[config.mk]
export PLATFORM = sky130hd
export DESIGN_NAME = trigTimer
export DESIGN_NICKNAME = d
export VERILOG_FILES = /design/src/rtl/trigTimerPkg.sv /design/src/rtl/trigTimerCtrl.sv /design/src/rtl/trigTimerDatapath.sv /design/src/rtl/trigTimer.sv
export SDC_FILE = /design/constraint.sdc
export NUM_CORES = 1
export LEC_CHECK = 0
export ABC_CLOCK_PERIOD_IN_PS = 3100
export BUFFER_PORTS_ARGS = -buffer_cell sky130_fd_sc_hd__buf_2
export CAP_MARGIN = 40
export CORE_MARGIN = 2
export CORE_UTILIZATION = 60
export CTS_CLUSTER_DIAMETER = 30
export DETAILED_ROUTE_END_ITERATION = 8
export GPL_TIMING_DRIVEN = 0
export PLACE_DENSITY = 0.8
export SLEW_MARGIN = 0
export SYNTH_ARGS = -nofsm -noshare
export SYNTH_HDL_FRONTEND = slang
export SYNTH_SLANG_ARGS = --single-unit
[constraint.sdc]
create_clock -name clk -period 3.1 [get_ports clk]
set_input_delay 0.465 -clock clk [delete_from_list [all_inputs] [get_ports clk]]
set_output_delay 0.465 -clock clk [all_outputs]
set_load 0.02 [all_outputs]
[src/rtl/trigTimerPkg.sv]
package trigTimerPkg;

  localparam int ADDR_W = 2;

  localparam logic [ADDR_W-1:0] ADDR_CTRL   = 2'd0;
  localparam logic [ADDR_W-1:0] ADDR_DIV    = 2'd1;
  localparam logic [ADDR_W-1:0] ADDR_RELOAD = 2'd2;
  localparam logic [ADDR_W-1:0] ADDR_COUNT  = 2'd3;

  // Control word field positions
  localparam int CTL_EN_BIT   = 0;
  localparam int CTL_BUF_BIT  = 1;
  localparam int CTL_RST_BIT  = 2;
  localparam int CTL_SEL_LSB  = 4;
  localparam int SEL_W        = 3;
  localparam int CTL_MIN_W    = CTL_SEL_LSB + SEL_W;

  typedef enum logic [SEL_W-1:0] {
    SEL_RESTART = 3'd0,
    SEL_ENABLE  = 3'd1,
    SEL_UPDATE  = 3'd2,
    SEL_CMP     = 3'd3,
    SEL_REF1    = 3'd4,
    SEL_REF2    = 3'd5,
    SEL_REF3    = 3'd6,
    SEL_REF4    = 3'd7
  } trgSel_e;

  // Control-to-datapath strobes
  typedef struct packed {
    logic cntEn;
    logic bufEn;
    logic forceUpd;
  } ctrlStrobes_t;

endpackage

[src/rtl/trigTimerCtrl.sv]
module trigTimerCtrl
  import trigTimerPkg::*;
#(
  parameter int DATA_W = 16,
  parameter int PSC_W  = 16
) (
  input  logic              clk,
  input  logic              rstN,
  input  logic              wrEn,
  input  logic [ADDR_W-1:0] wrAddr,
  input  logic [DATA_W-1:0] wrData,
  input  logic [ADDR_W-1:0] rdAddr,
  output logic [DATA_W-1:0] rdData,
  input  logic [DATA_W-1:0] cntVal,
  input  logic              updEvt,
  input  logic [3:0]        ocRef,
  input  logic              cmpFlagSet,
  output ctrlStrobes_t      strb,
  output logic [PSC_W-1:0]  pscVal,
  output logic [DATA_W-1:0] arrVal,
  output logic              trgOut
);

  logic    cenQ;
  logic    bufQ;
  trgSel_e selQ;
  logic    trgNext;

  logic wrCtrl;
  logic wrDiv;
  logic wrReload;

  assign wrCtrl   = wrEn && (wrAddr == ADDR_CTRL);
  assign wrDiv    = wrEn && (wrAddr == ADDR_DIV);
  assign wrReload = wrEn && (wrAddr == ADDR_RELOAD);

  always_ff @(posedge clk) begin
    if (!rstN) begin
      cenQ   <= 1'b0;
      bufQ   <= 1'b0;
      selQ   <= SEL_RESTART;
      pscVal <= '0;
      arrVal <= '0;
    end else begin
      if (wrCtrl) begin
        cenQ <= wrData[CTL_EN_BIT];
        bufQ <= wrData[CTL_BUF_BIT];
        selQ <= trgSel_e'(wrData[CTL_SEL_LSB +: SEL_W]);
      end
      if (wrDiv)    pscVal <= wrData[PSC_W-1:0];
      if (wrReload) arrVal <= wrData;
    end
  end

  always_comb begin
    strb.cntEn    = cenQ;
    strb.bufEn    = bufQ;
    strb.forceUpd = wrCtrl && wrData[CTL_RST_BIT];
  end

  always_comb begin
    rdData = '0;
    case (rdAddr)
      ADDR_CTRL: begin
        rdData[CTL_EN_BIT]              = cenQ;
        rdData[CTL_BUF_BIT]             = bufQ;
        rdData[CTL_SEL_LSB +: SEL_W]    = selQ;
      end
      ADDR_DIV:    rdData[PSC_W-1:0] = pscVal;
      ADDR_RELOAD: rdData = arrVal;
      default:     rdData = cntVal;
    endcase
  end

  always_comb begin
    case (selQ)
      SEL_RESTART: trgNext = strb.forceUpd;
      SEL_ENABLE:  trgNext = cenQ;
      SEL_UPDATE:  trgNext = updEvt || strb.forceUpd;
      SEL_CMP:     trgNext = cmpFlagSet;
      default:     trgNext = ocRef[selQ[1:0]];
    endcase
  end

  always_ff @(posedge clk) begin
    if (!rstN) trgOut <= 1'b0;
    else       trgOut <= trgNext;
  end

  AST_TRG_RESTART: assert property (@(posedge clk) disable iff (!rstN)
    (selQ == SEL_RESTART) |=> (trgOut == $past(strb.forceUpd)));
  AST_TRG_ENABLE: assert property (@(posedge clk) disable iff (!rstN)
    (selQ == SEL_ENABLE) |=> (trgOut == $past(cenQ)));
  AST_TRG_UPDATE: assert property (@(posedge clk) disable iff (!rstN)
    ((selQ == SEL_UPDATE) && updEvt) |=> trgOut);
  AST_TRG_CMP: assert property (@(posedge clk) disable iff (!rstN)
    (selQ == SEL_CMP) |=> (trgOut == $past(cmpFlagSet)));
  AST_TRG_REF: assert property (@(posedge clk) disable iff (!rstN)
    selQ[2] |=> (trgOut == $past(ocRef[selQ[1:0]])));

endmodule

[src/rtl/trigTimerDatapath.sv]
module trigTimerDatapath
  import trigTimerPkg::*;
#(
  parameter int DATA_W = 16,
  parameter int PSC_W  = 16
) (
  input  logic              clk,
  input  logic              rstN,
  input  ctrlStrobes_t      strb,
  input  logic [PSC_W-1:0]  pscVal,
  input  logic [DATA_W-1:0] arrVal,
  output logic [DATA_W-1:0] cntVal,
  output logic              updEvt
);

  logic [PSC_W-1:0]  pscCnt;
  logic [PSC_W-1:0]  pscAct;
  logic [DATA_W-1:0] arrAct;
  logic              tick;
  logic              reach;

  assign tick   = strb.cntEn && (pscCnt == pscAct);
  assign reach  = (cntVal >= arrAct);
  assign updEvt = tick && reach;

  always_ff @(posedge clk) begin
    if (!rstN) begin
      pscCnt <= '0;
      pscAct <= '0;
      arrAct <= '0;
      cntVal <= '0;
    end else if (strb.forceUpd) begin
      pscCnt <= '0;
      cntVal <= '0;
      pscAct <= pscVal;
      arrAct <= arrVal;
    end else begin
      if (strb.cntEn) pscCnt <= tick ? '0 : pscCnt + 1'b1;
      if (tick)       cntVal <= reach ? '0 : cntVal + 1'b1;
      if (updEvt) begin
        pscAct <= pscVal;
        arrAct <= arrVal;
      end else if (!strb.bufEn) begin
        arrAct <= arrVal;
      end
    end
  end

  AST_PSC_IN_RANGE: assert property (@(posedge clk) disable iff (!rstN)
    pscCnt <= pscAct);
  AST_WRAP_ZERO: assert property (@(posedge clk) disable iff (!rstN)
    updEvt |=> (cntVal == '0));
  AST_HOLD_DISABLED: assert property (@(posedge clk) disable iff (!rstN)
    (!strb.cntEn && !strb.forceUpd) |=> $stable(cntVal));
  AST_BUF_HOLD: assert property (@(posedge clk) disable iff (!rstN)
    (strb.bufEn && !updEvt && !strb.forceUpd) |=> $stable(arrAct));
  AST_RESTART_CLEARS: assert property (@(posedge clk) disable iff (!rstN)
    strb.forceUpd |=> (cntVal == '0 && pscCnt == '0));

endmodule

[src/rtl/trigTimer.sv]
module trigTimer
  import trigTimerPkg::*;
#(
  parameter int DATA_W = 16,
  parameter int PSC_W  = 16
) (
  input  logic              clk,
  input  logic              rstN,
  input  logic              wrEn,
  input  logic [1:0]        wrAddr,
  input  logic [DATA_W-1:0] wrData,
  input  logic [1:0]        rdAddr,
  output logic [DATA_W-1:0] rdData,
  input  logic [3:0]        ocRef,
  input  logic              cmpFlagSet,
  output logic              trgOut
);

  initial begin
    assert (DATA_W >= CTL_MIN_W && PSC_W <= DATA_W && PSC_W > 0)
      else $error("trigTimer: width parameters out of range");
  end

  ctrlStrobes_t      strb;
  logic [PSC_W-1:0]  pscVal;
  logic [DATA_W-1:0] arrVal;
  logic [DATA_W-1:0] cntVal;
  logic              updEvt;

  trigTimerCtrl #(.DATA_W(DATA_W), .PSC_W(PSC_W)) i_ctrl (
    .clk        (clk),
    .rstN       (rstN),
    .wrEn       (wrEn),
    .wrAddr     (wrAddr),
    .wrData     (wrData),
    .rdAddr     (rdAddr),
    .rdData     (rdData),
    .cntVal     (cntVal),
    .updEvt     (updEvt),
    .ocRef      (ocRef),
    .cmpFlagSet (cmpFlagSet),
    .strb       (strb),
    .pscVal     (pscVal),
    .arrVal     (arrVal),
    .trgOut     (trgOut)
  );

  trigTimerDatapath #(.DATA_W(DATA_W), .PSC_W(PSC_W)) i_dp (
    .clk    (clk),
    .rstN   (rstN),
    .strb   (strb),
    .pscVal (pscVal),
    .arrVal (arrVal),
    .cntVal (cntVal),
    .updEvt (updEvt)
  );

endmodule

==> impl_metrics.csv, run 1 <==
group,metric,value,unit
final_layout,nets,695,
routing,drt-total-wl,12600,um
job,drv_cap,0,
setup_path,critPathBufInv,3,
setup_path,critPathSlowestCell,"dfxtp_1",
setup_path,cp_top_family,"compound AO/OA/AOI/OAI gates",
setup_path,crit_path_max_incr_delay,0.43,ns
synthesis,synth_top_family_by_area,"simple AND/OR/NAND/NOR gates",
die,io_pins,45,
setup_path,path_max_fanout,10,
clock_tree,clk_pin_slew,0.11,ns
synthesis,yosysTopAreaCell,"dfxtp_1",
synthesis,synthCells,595,
setup_path,crit_type,"reg2reg",
global_route,grt_pass1_vias,4305,
synthesis,ys_seq_elements,102,
synthesis,synthTopCellsByCount,"nand2_1 (148), dfxtp_1 (102), mux2i_1 (38)",
global_route,globalRouteOverflowTotal,0,
timing,final.period_utilization,91.8,%
power,ir_worst_vdd,0.258,mV
synthesis,synth-edff-count,0,
timing,worst_slew_pin_slew,0.765,ns
setup_path,crit_path_end_kind,"flip-flop",
clock_tree,clk_latency,0.37,ns
setup_path,worst_ep_required_time,3.41,ns
final_layout,num-fill-cells,678,
die,row_count,33,
clock_tree,hold_buffers,0,
setup_path,arrival,3.15,ns
timing,hold_viol,0,
routing,first_pass_iters,5,
routing,ant_nets,0,
clock_tree,cts_sinks,102,
synthesis,synth_xor_area_share,6.08,%
die,coreArea,0.00830,mm^2
synthesis,syn_area_per_cell,8.72,um^2
clock_tree,h-tree-depth,3,
routing,post_drt_wl_per_cell,16.6,um
synthesis,synth_fa_ha_area_share,4.34,%
synthesis,ys_async_sr_fraction,0,%
place,dp_hpwl,9790,um
clock_tree,cts_buffers,9,
synthesis,synthMostInstantiatedCell,"nand2_1",
setup_path,start_kind,"flip-flop",
timing,grt_setup_unrepaired,"false",
setup_path,cp_cell_sequence,"inv_1 -> ha_1 -> nand2b_4 -> a2111oi_4 -> a2111oi_1 -> a2111o_1 -> buf_6 -> a21oi_4 -> buf_4 -> mux2i_1",
synthesis,yosys-top-cells-area,"dfxtp_1 (39%), nand2_1 (11%), mux2i_1 (7.3%)",
synthesis,yosysWarnings,0,
synthesis,yosysTopAreaCellShare,39.3,%
synthesis,synth_ff_type,"dfxtp_1",
global_route,grt_usage,27.3,%
synthesis,synth_compound_area_share,11.7,%
clock_tree,clockRootBuffer,"clkbuf_8",
power,power,2.48,mW
place,io_buffers,42,
final_layout,fin_cells,759,
global_route,grt_pass1_wl,20900,um
clock_tree,tritoncts,"done",
place,place_inst,742,
die,initial_core_util,62.5,%
timing,max_slew_margin,48.8,%
timing,finalSetupTns,0,ns
routing,drc_errors,0,
final_layout,n_antenna_cell,0,
die,die_x,97.0,um
global_route,grt_max_degree,20,
timing,fin_skew,0.0126,ns
clock_tree,post_cts_buffers,0,
timing,period_minus_slack,2.84,ns
synthesis,synthMuxAreaShare,12.3,%
synthesis,ys_types,52,
synthesis,synth_nets,641,
synthesis,netlist_area,0.00519,mm^2
timing,fmax,352,MHz
die,die_y,97.0,um
routing,vias,4454,
status,status,"complete, no violations",
synthesis,ys_seq_area_share,39.3,%
clock_tree,clock_path_buffers,2,
die,fp.dieArea,0.00941,mm^2
power,p_per_area,431,mW/mm^2
routing,first_iter_violations,209,
place,routabilityCongestion,0.941,
final_layout,drive_gt1_share,14.5,%
global_route,antenna_found_initial,0,
routing,via_per_inst,5.87,
timing,setup_slack,0.256,ns
place,dp_slack,0.149,ns
final_layout,syn2layout_area_growth,10.8,%
power,leakage,2.17,nW
timing,slew_violations,0,
clock_tree,cts_resized,0,
synthesis,synth_simple_gate_area_share,22.0,%
hold_path,hold_class,"in2reg",
timing,setup_violations,0,
## stage by stage
step	hold slack, ns	utilization (%)	instance area, um^2
3_3_place_gp	0.450	66.7	5530
3_5_place_dp	0.453	66.7	5530
4_1_cts	0.337	69.2	5740
6_report	0.348	69.3	5750
5_1_grt	0.333	69.3	5750
2_1_floorplan	0.438	-	5190
## final timing paths
check,from,to,slack (ns),cells after the start
hold / removal,wrData[11],i_ctrl.arrVal[11]$_SDFFE_PN0P_,0.35,3
setup reg to reg,i_dp.cntVal[0]$_SDFFE_PP0N_,i_dp.pscAct[11]$_SDFFE_PN0P_,0.26,10
hold reg to reg,i_dp.arrAct[12]$_SDFFE_PN0P_,i_dp.arrAct[12]$_SDFFE_PN0P_,0.46,2
setup / recovery,i_dp.cntVal[0]$_SDFFE_PP0N_,i_dp.pscAct[11]$_SDFFE_PN0P_,0.26,10
## cell families after synthesis
family | after synthesis
fa+ha+maj | 18
simple gates | 251
mux | 55
flops | 102
compound gates | 81
xor+xnor | 36
buf+inv | 52
## layout by cell type (no fill, tap or decap), types with 4 or more instances in the layout
master,n
nor3_1,4
mux2i_1,38
nand4_1,18
a21oi_1,16
nor2b_1,7
mux2_2,11
a21boi_0,32
clkbuf_8,9
ha_1,18
a22o_1,11
dfxtp_1,102
and3_1,4
clkbuf_1,24
mux4_2,6
nand3_1,14
xor2_1,10
buf_2,44
or3_1,8
o21ai_0,10
nor2_1,30
nand2_1,148
xnor2_1,26
inv_1,23
## power by group
group | switching [mW] | internal, mW | total, mW
clock network | 0.498 | 0.392 | 0.890
logic | 0.145 | 0.0924 | 0.237
registers | 0.0186 | 1.33 | 1.35
total | 0.661 | 1.82 | 2.48
## sequential cells by signal, summed over array words and instances (netlist names)
signal / flops
i_ctrl.arrVal: 16
i_ctrl.pscVal: 16
i_dp.arrAct: 16
i_dp.cntVal: 16
i_dp.pscAct: 16
i_dp.pscCnt: 16
i_ctrl.selQ: 3
i_ctrl.bufQ: 1
i_ctrl.cenQ: 1
i_ctrl.trgOut: 1
## worst reg2reg max path: cells and delay by family (launching register included)
| family | cells | cell delay (ns) |
|---|---|---|
| adder cells (fa/ha/maj) | 1 | 0.29 |
| buffers and inverters | 3 | 0.51 |
| flip-flops | 1 | 0.43 |
| AO/OA/AOI/OAI | 4 | 1.17 |
| AND/OR/NAND/NOR | 1 | 0.15 |
| multiplexers | 1 | 0.22 |
## per-layer routing
metal / global-route usage, % / vias to the layer above / wire length (um)
met3: 5.35 / 22 / 716
met5: 0 / - / 0
met4: 7.58 / 0 / 288
li1: - / 2131 / -
met2: 45.1 / 142 / 5850
met1: 36.5 / 2159 / 5710
## layout make-up
cell class              instances  area (um^2)  share of cell area, %
multi-input cells             441         2930                   50.9
flip-flops and latches        102         2040                   35.5
repair buffers                 43          218                   3.79
plain buffers                  29          134                   2.33
well taps                     105          131                   2.29
clock buffers                   9          124                   2.15
clock inverters                 7         86.3                   1.50
inverters                      23         86.3                   1.50
Note: power is estimated with default switching activity, not from simulation.
==> inputs of run 2 (changes only) <==
Settings changed: ABC_CLOCK_PERIOD_IN_PS 3100 to 2740.
Clock period 3.1 ns to 2.74 ns, I/O delays scaled along.
==> run 2 against run 1 <==
  * Cell count rose by 0.40%
  * Clock skew barely moved
  * Power rose by 13%
  * Wire length rose by 2.3%
  * Sequential share of layout area fell by 0.27 points
  * Worst setup slack got worse by 0.18 ns
  * Largest cell class unchanged
  * Fmax rose by 6.9%
==> impl_metrics.csv, run 2 (synthesis gave the netlist of run 1 again) <==
group,metric,value,unit
clock_tree,tritoncts,"done",
global_route,grt_pass1_wl,21000,um
final_layout,n_antenna_cell,0,
timing,hold_viol,0,
timing,slew_violations,0,
setup_path,arrival,2.95,ns
timing,max_slew_margin,54.1,%
clock_tree,clock_path_buffers,2,
setup_path,worst_ep_required_time,3.02,ns
final_layout,most-common-layout-cells,"nand2_1 (148), dfxtp_1 (99), buf_2 (44)",
global_route,antenna_found_initial,0,
final_layout,fin_cells,762,
die,coreArea,0.00830,mm^2
timing,fin_skew,0.0129,ns
place,routabilityCongestion,0.941,
global_route,grt_usage,27.4,%
final_layout,final_common_cell,"nand2_1",
die,row_count,33,
timing,final.period_utilization,97.2,%
timing,fmax,376,MHz
die,die_y,97.0,um
final_layout,post-route-util,70.0,%
routing,vias,4479,
clock_tree,clockRootBuffer,"clkbuf_8",
routing,drt-total-wl,12800,um
die,initial_core_util,62.5,%
setup_path,start_kind,"flip-flop",
clock_tree,clk_pin_slew,0.11,ns
routing,post_drt_wl_per_cell,16.9,um
final_layout,seqCellArea,0.00205,mm^2
final_layout,drive_gt1_share,15.5,%
setup_path,crit_type,"reg2reg",
place,dp_hpwl,9790,um
power,leakage,2.19,nW
global_route,globalRouteOverflowTotal,0,
setup_path,crit_path_end_kind,"flip-flop",
hold_path,hold_class,"in2reg",
clock_tree,clk_latency,0.37,ns
setup_path,path_max_fanout,8,
die,fp.dieArea,0.00941,mm^2
status,status,"complete, no violations",
final_layout,syn2layout_area_growth,12.0,%
final_layout,num-fill-cells,673,
routing,ant_nets,0,
timing,worst_slew_pin_slew,0.685,ns
routing,drc_errors,0,
routing,first_iter_violations,218,
place,io_buffers,42,
power,p_per_area,483,mW/mm^2
routing,via_per_inst,5.88,
timing,setup_violations,0,
clock_tree,h-tree-depth,3,
place,place_inst,742,
power,ir_worst_vdd,0.295,mV
die,die_x,97.0,um
final_layout,nets,698,
global_route,grt_pass1_vias,4322,
clock_tree,cts_sinks,102,
final_layout,multiInputGateArea,0.00294,mm^2
routing,first_pass_iters,5,
global_route,grt_max_degree,20,
clock_tree,cts_buffers,9,
job,drv_cap,0,
timing,period_minus_slack,2.66,ns
die,io_pins,45,
run 2: changes by cell type in the layout (fill, tap and decap cells not counted), sizes merged:
cell,before,now
buf,48,50
clkbuf,33,34
run 2: metrics by stage:
step                      TNS (ns)  area, um^2  worst slack, ns  hold WS [ns]  total power [mW]
final                            0        5810           0.0780         0.293              2.81
after global routing      -0.00354        5810         -0.00354         0.279              2.90
after CTS                        0        5760           0.0193         0.283              2.82
after detailed placement     -2.42        5530           -0.211         0.453              1.83
after global placement       -1.26        5530           -0.134         0.450              1.82
after floorplan                  0        5190            0.114         0.438              1.74
run 2: path summary, 6_finish.rpt:
check / start / endpoint / slack [ns] / cells after the start
min reg2reg: i_dp.arrAct[12]$_SDFFE_PN0P_ / i_dp.arrAct[12]$_SDFFE_PN0P_ / 0.46 / 2
min: wrData[11] / i_ctrl.pscVal[11]$_SDFFE_PN0P_ / 0.29 / 3
max: i_dp.cntVal[0]$_SDFFE_PP0N_ / i_dp.arrAct[2]$_SDFFE_PN0P_ / 0.08 / 11
max reg2reg: i_dp.cntVal[0]$_SDFFE_PP0N_ / i_dp.arrAct[2]$_SDFFE_PN0P_ / 0.08 / 11
run 2: worst max-delay path, stage by stage (launching register included):
cell and delay (ns):
dfxtp_4 0.38, inv_1 0.04, ha_1 0.28, nand2b_4 0.15, a2111oi_4 0.35, a2111oi_1 0.11
a2111o_1 0.41, buf_6 0.15, a211oi_4 0.20, buf_6 0.16, buf_8 0.14, mux2i_1 0.21
run 2: repair_timing:
item                                    4_1_cts  5_1_grt
buffers inserted                              2        1
resized for setup                             0        8
pin swaps                                     2        1
endpoints found under the setup margin       26       36
hold buffers                                  0        0
gates cloned                                  0        1
run 2: cell type report:
type	instances	share of cell area [%]
Multi-Input combinational cell	441	50.5
Sequential cell	102	35.2
Timing Repair Buffer	46	4.56
Buffer	29	2.30
Tap cell	105	2.26
Clock buffer	9	2.13
Clock inverter	7	1.49
Inverter	23	1.49
run 2: report_power, final:
part | switching [mW] | internal (mW) | leakage (nW)
clock | 0.560 | 0.443 | 0.104
sequential | 0.0211 | 1.51 | 0.827
combinational | 0.167 | 0.110 | 1.26
run 2: per-layer routing:
layer  vias to the layer above  track usage, %  wire length (um)
li1                       2144               -                 -
met1                      2140            36.7              5680
met2                       165            44.9              5900
met3                        30            5.49               905
met4                         0            8.34               358
met5                         -               0                 0
